**src/rtl/clkgen_pkg.sv**
```systemverilog
// Shared constants and helpers for the cascaded divider.
// Assumes ratios are elaboration-time values of at least 2.
package clkgen_pkg;

    localparam int unsigned NUM_TAPS = 3;

    // Width of a counter that holds 0..n-1 (never below one bit).
    function automatic int unsigned cnt_width(input int unsigned n);
        return (n > 2) ? $clog2(n) : 1;
    endfunction

endpackage

```
**src/rtl/clkgen_mod_stage.sv**
```systemverilog
// One modulo-N counting stage. It advances only while en is high and
// wraps after N-1. tc is high for the single enabled cycle in which the
// count sits at N-1. Assumes N >= 2 and one clock for the whole block.
module clkgen_mod_stage #(
    parameter int unsigned N = 4
) (
    input  logic clk,
    input  logic rst_n,
    input  logic en,
    output logic tc
);
    import clkgen_pkg::*;

    localparam int unsigned W = cnt_width(N);
    localparam logic [W-1:0] LAST = W'(N - 1);

    logic [W-1:0] cnt;
    logic         at_last;

    assign at_last = (cnt == LAST);
    assign tc      = en && at_last;

    // Count enabled cycles modulo N, clearing on reset.
    always_ff @(posedge clk) begin
        if (!rst_n) begin
            cnt <= '0;
        end else if (en) begin
            cnt <= at_last ? '0 : cnt + 1'b1;
        end
    end

    AST_CNT_IN_RANGE: assert property (@(posedge clk) disable iff (!rst_n)
        cnt <= LAST);
    AST_HOLD_WHEN_IDLE: assert property (@(posedge clk) disable iff (!rst_n)
        !en |=> $stable(cnt));
    AST_TC_SINGLE_CYCLE: assert property (@(posedge clk) disable iff (!rst_n)
        tc |=> !tc);
    AST_WRAP_TO_ZERO: assert property (@(posedge clk) disable iff (!rst_n)
        tc |=> (cnt == '0));

endmodule

```
**src/rtl/clkgen_toggle_ff.sv**
```systemverilog
// Toggle register that squares a strobe. It flips once per tick, so its
// output has half the strobe rate and a 50% duty cycle when the ticks
// are evenly spaced. Reset forces the output low.
module clkgen_toggle_ff (
    input  logic clk,
    input  logic rst_n,
    input  logic tick,
    output logic q
);

    // Flip the output on each tick.
    always_ff @(posedge clk) begin
        if (!rst_n) begin
            q <= 1'b0;
        end else if (tick) begin
            q <= ~q;
        end
    end

    AST_FLIP_ON_TICK: assert property (@(posedge clk) disable iff (!rst_n)
        tick |=> (q != $past(q)));
    AST_STEADY_NO_TICK: assert property (@(posedge clk) disable iff (!rst_n)
        !tick |=> $stable(q));

endmodule

```
**src/rtl/clkgen_cascade.sv**
```systemverilog
// Top of the cascaded divider. Three modulo stages are chained by
// terminal-count enables, and each strobe feeds a toggle register.
// Every register uses osc_clk. Assumes N1, N2 and N3 are all >= 2.
module clkgen_cascade #(
    parameter int unsigned N1 = 625,
    parameter int unsigned N2 = 16,
    parameter int unsigned N3 = 24
) (
    input  logic osc_clk,
    input  logic rst_n,
    output logic tap_a_stb,
    output logic tap_a_sq,
    output logic tap_b_stb,
    output logic tap_b_sq,
    output logic tap_c_stb,
    output logic tap_c_sq
);
    import clkgen_pkg::*;

    logic [NUM_TAPS-1:0] tick;
    logic [NUM_TAPS-1:0] sq;

    for (genvar i = 0; i < NUM_TAPS; i++) begin : g_tap
        localparam int unsigned NI = (i == 0) ? N1 : ((i == 1) ? N2 : N3);
        logic en;

        if (i == 0) begin : g_first
            assign en = 1'b1;
        end else begin : g_chain
            assign en = tick[i-1];
        end

        clkgen_mod_stage #(.N(NI)) u_stage (
            .clk   (osc_clk),
            .rst_n (rst_n),
            .en    (en),
            .tc    (tick[i])
        );

        clkgen_toggle_ff u_sq (
            .clk   (osc_clk),
            .rst_n (rst_n),
            .tick  (tick[i]),
            .q     (sq[i])
        );
    end

    assign tap_a_stb = tick[0];
    assign tap_b_stb = tick[1];
    assign tap_c_stb = tick[2];
    assign tap_a_sq  = sq[0];
    assign tap_b_sq  = sq[1];
    assign tap_c_sq  = sq[2];

    AST_RESET_CLEARS: assert property (@(posedge osc_clk)
        !rst_n |=> (!tap_a_sq && !tap_b_sq && !tap_c_sq && !tap_a_stb));
    AST_B_NESTED_IN_A: assert property (@(posedge osc_clk) disable iff (!rst_n)
        tap_b_stb |-> tap_a_stb);
    AST_C_NESTED_IN_B: assert property (@(posedge osc_clk) disable iff (!rst_n)
        tap_c_stb |-> tap_b_stb);

endmodule

```
**config.mk**
```make
export PLATFORM = sky130hd
export DESIGN_NAME = clkgen_cascade
export DESIGN_NICKNAME = d
export VERILOG_FILES = /design/src/rtl/clkgen_pkg.sv /design/src/rtl/clkgen_mod_stage.sv /design/src/rtl/clkgen_toggle_ff.sv /design/src/rtl/clkgen_cascade.sv
export SDC_FILE = /design/constraint.sdc
export NUM_CORES = 1
export LEC_CHECK = 0
export BUFFER_PORTS_ARGS = -buffer_cell sky130_fd_sc_hd__buf_4
export CAP_MARGIN = 20
export CORE_ASPECT_RATIO = 0.9
export CORE_MARGIN = 2
export CORE_UTILIZATION = 60
export CTS_CLUSTER_SIZE = 25
export DETAILED_ROUTE_END_ITERATION = 8
export GPL_ROUTABILITY_DRIVEN = 0
export GPL_TIMING_DRIVEN = 0
export HOLD_SLACK_MARGIN = 0.05
export PLACE_DENSITY = 0.8
export SLEW_MARGIN = 20
export SYNTH_ARGS = -nofsm -noshare
export SYNTH_HDL_FRONTEND = slang
export SYNTH_HIERARCHICAL = 1
export SYNTH_SLANG_ARGS = --single-unit
export TNS_END_PERCENT = 50
```
**constraint.sdc**
```tcl
create_clock -name osc_clk -period 4.24 [get_ports osc_clk]
set_clock_uncertainty 0.15 [all_clocks]
set_input_delay 0.848 -clock osc_clk [delete_from_list [all_inputs] [get_ports osc_clk]]
set_output_delay 0.848 -clock osc_clk [all_outputs]
set_load 0.01 [all_outputs]
```
==> flow_metrics.py <==
metrics = {
    "placed_design": {
        "hpwl_mm": 1.179,
        "port_buffers": 7,
    },
    "synth": {
        "synth_area_um2": 1012,
        "ys_ff_latch": 22,
        "yosysWarnings": 6,
        "synth.avg_cell_area_um2": 9.733,
        "ys_seq_area_share_pct": 43.51,
        "netlist_instances": 104,
        "synth.distinct_cells": 30,
    },
    "die": {
        "start_util_pct": 62.14,
        "dieArea_um2": 2032,
        "row_count": 14,
        "fp.dieH_um": 42.97,
        "io_pins": 8,
        "coreArea_um2": 1629,
        "die_width_um": 47.30,
    },
    "clocking": {
        "postCtsSetupRepairBufs": 0,
        "ctsResizeCount": 0,
        "cts-root-buf": "clkbuf_4",
        "ctsHtreeMaxLevel": 1,
        "cts_tree": "yes",
        "clock_latency_ns": 0.30,
        "clkTransAtPathRegs_ns": 0.11,
        "hold_buffers": 0,
        "cts.sinks": 22,
        "cts_made_buffers": 3,
        "cts_buffer_depth": 2,
    },
    "route": {
        "wl_per_cell_um": 11.19,
        "wl_mm": 1.600,
        "avgViaCountPerCell": 4.888,
        "vias": 699,
        "drt_iter0_drc": 12,
        "drc_errors": 0,
        "ant_nets": 0,
        "firstDrtPassIters": 3,
    },
    "pwr": {
        "finalPower_uw": 311.5,
        "peakVddDrop_mv": 0.1719,
        "power_leakage_uw": 0.0005004,
        "power.density_nw_per_um2": 274.1,
    },
    "timing": {
        "finalCriticalPeriod_ns": 3.676,
        "hold_viol": 0,
        "timing.fmax_mhz": 272.1,
        "worst_slew_pin_slew_ns": 0.6224,
        "tns_ns": 0,
        "finalCritPeriodShare_pct": 86.69,
        "setup_viol": 0,
        "rsz0062_at_grt": "false",
        "slew_headroom_pct": 58.35,
        "fin_hold_ws_ns": 0.3512,
        "slew_violations": 0,
    },
    "outcome": {
        "status": "completed",
    },
    "layout": {
        "area_growth_pct": 12.24,
        "diodes": 0,
        "drive_gt1_share_pct": 13.45,
        "final_nets": 127,
    },
    "global_route": {
        "antenna_found_initial": 0,
        "grt_pass1_vias": 720,
        "grt_use_total_pct": 20.17,
        "grt_max_degree": 15,
        "grt.overflow.total": 0,
        "grt_pass1_wl_mm": 2.946,
    },
    "setup_path": {
        "cp_max_fo": 9,
        "critPathLaunchType": "flip-flop",
        "cp.required_ns": 3.24,
        "worst_setup_path_end_kind": "primary output",
        "arrival_ns": 2.68,
        "path_class": "flip-flop to primary output",
    },
    "run": {
        "drv_cap": 0,
    },
    "worst_hold_path": {
        "hold_path_class": "flip-flop to flip-flop",
    },
}
[power breakdown]
| group | switching, uW | total (uW) | leakage [uW] | internal, uW |
|---|---|---|---|---|
| Clock | 57.9 | 91.0 | 0.0000138 | 33.1 |
| Sequential | 1.49 | 210 | 0.000177 | 208 |
| Combinational | 6.84 | 10.9 | 0.000309 | 4.09 |
| Total | 66.2 | 311 | 0.000500 | 245 |
[final timing paths]
path	startpoint	slack, ns	depth (start not counted)	to
min reg2reg	g_tap[2].u_stage/cnt[4]$_SDFFE_PN0P_	0.35	2	g_tap[2].u_stage/cnt[4]$_SDFFE_PN0P_
max	g_tap[0].u_stage/cnt[8]$_SDFFE_PN0P_	0.56	7	tap_c_stb
max reg2reg	g_tap[0].u_stage/cnt[8]$_SDFFE_PN0P_	1.45	7	g_tap[2].u_stage/cnt[4]$_SDFFE_PN0P_
min	g_tap[2].u_stage/cnt[4]$_SDFFE_PN0P_	0.35	2	g_tap[2].u_stage/cnt[4]$_SDFFE_PN0P_
[kinds of logic after synthesis]
family / after synthesis / synth area share, %
xor+xnor: 15 / 12.98
fa+ha+maj: 4 / 4.945
mux: 2 / 1.978
simple gates: 48 / 27.57
other cells: 1 / 0.3705
compound gates: 9 / 7.540
buf+inv: 3 / 1.112
flops: 22 / 43.51
[synth_stat cells]
cell type  count  area (um^2)
and3_1         1        6.260
and4_2         1        10.01
nand4b_2       1        15.01
nand4_1        3        18.77
nor4b_2        1        15.01
xnor2_1        6        52.55
o21ai_0        1        5.000
ha_1           4        50.05
nand2_2        1        6.260
a21boi_1       1        7.510
nand2_1        6        22.52
a21oi_1        1        5.000
o211a_1        1        10.01
dfxtp_1       22        440.4
nand3_1        6        30.03
nor2_1        13        48.80
and4_1         2        17.52
inv_1          3        11.26
o21ai_4        1        16.27
conb_1         1        3.750
a41o_1         1        10.01
a21boi_0       3        22.52
and2_1         5        31.28
nand2b_1       2        12.51
nor2b_1        3        18.77
nand3_2        1        10.01
mux2i_1        2        20.02
or3b_1         1        8.760
xor2_1         9        78.83
nand3b_1       1        7.510
[per-stage QoR]
stage	utilization, %	cells	setup slack [ns]	instance area (um^2)
after floorplan	-	109	1.118	1031
after global placement	68.36	140	0.9659	1114
after detailed placement	68.36	140	0.9101	1114
after CTS	69.74	143	0.5498	1136
after global routing	69.74	143	0.3519	1136
final	69.74	143	0.5644	1136
[critical path: stages, from the launching register on]
cell and delay [ns]:
dfxtp_1 0.36, nor4b_2 0.33, nand4b_2 0.23, nor2_1 0.53
and4_2 0.47, nand3_2 0.13, nor2_1 0.18, buf_4 0.15
[sequential cells by signal, summed over array words and instances (netlist names)]
name / cells
g_tap.u_sq/q: 3
g_tap.u_stage/cnt: 19
[layout by cell type, fill, tap and decap left out, types with 3 or more instances in the layout]
| cell | netlist | layout |
|---|---|---|
| a21boi_0 | 3 | 3 |
| and2_1 | 5 | 5 |
| buf_4 | 0 | 7 |
| clkbuf_4 | 0 | 3 |
| conb_1 | 1 | 6 |
| dfxtp_1 | 22 | 22 |
| ha_1 | 4 | 4 |
| inv_1 | 3 | 3 |
| nand2_1 | 6 | 6 |
| nand3_1 | 6 | 6 |
| nand4_1 | 3 | 3 |
| nor2_1 | 13 | 13 |
| nor2b_1 | 3 | 3 |
| xnor2_1 | 6 | 6 |
| xor2_1 | 9 | 9 |
[final cells by class]
class                           instances  area, um^2
Fill cell                             137       493.0
Multi-Input combinational cell         84       579.3
Tap cell                               24       30.03
Clock buffer                            3       22.52
Inverter                                3       11.26
Sequential cell                        22       440.4
Timing Repair Buffer                    7       52.55
[layer usage]
layer	GRT usage, %	up-vias	wire length, um
met2	32.43	3	779
li1	-	379	-
met1	24.80	315	777
met3	3.830	2	25
met5	0	-	0
met4	10.00	0	18
(Power assumes the default switching activity.)
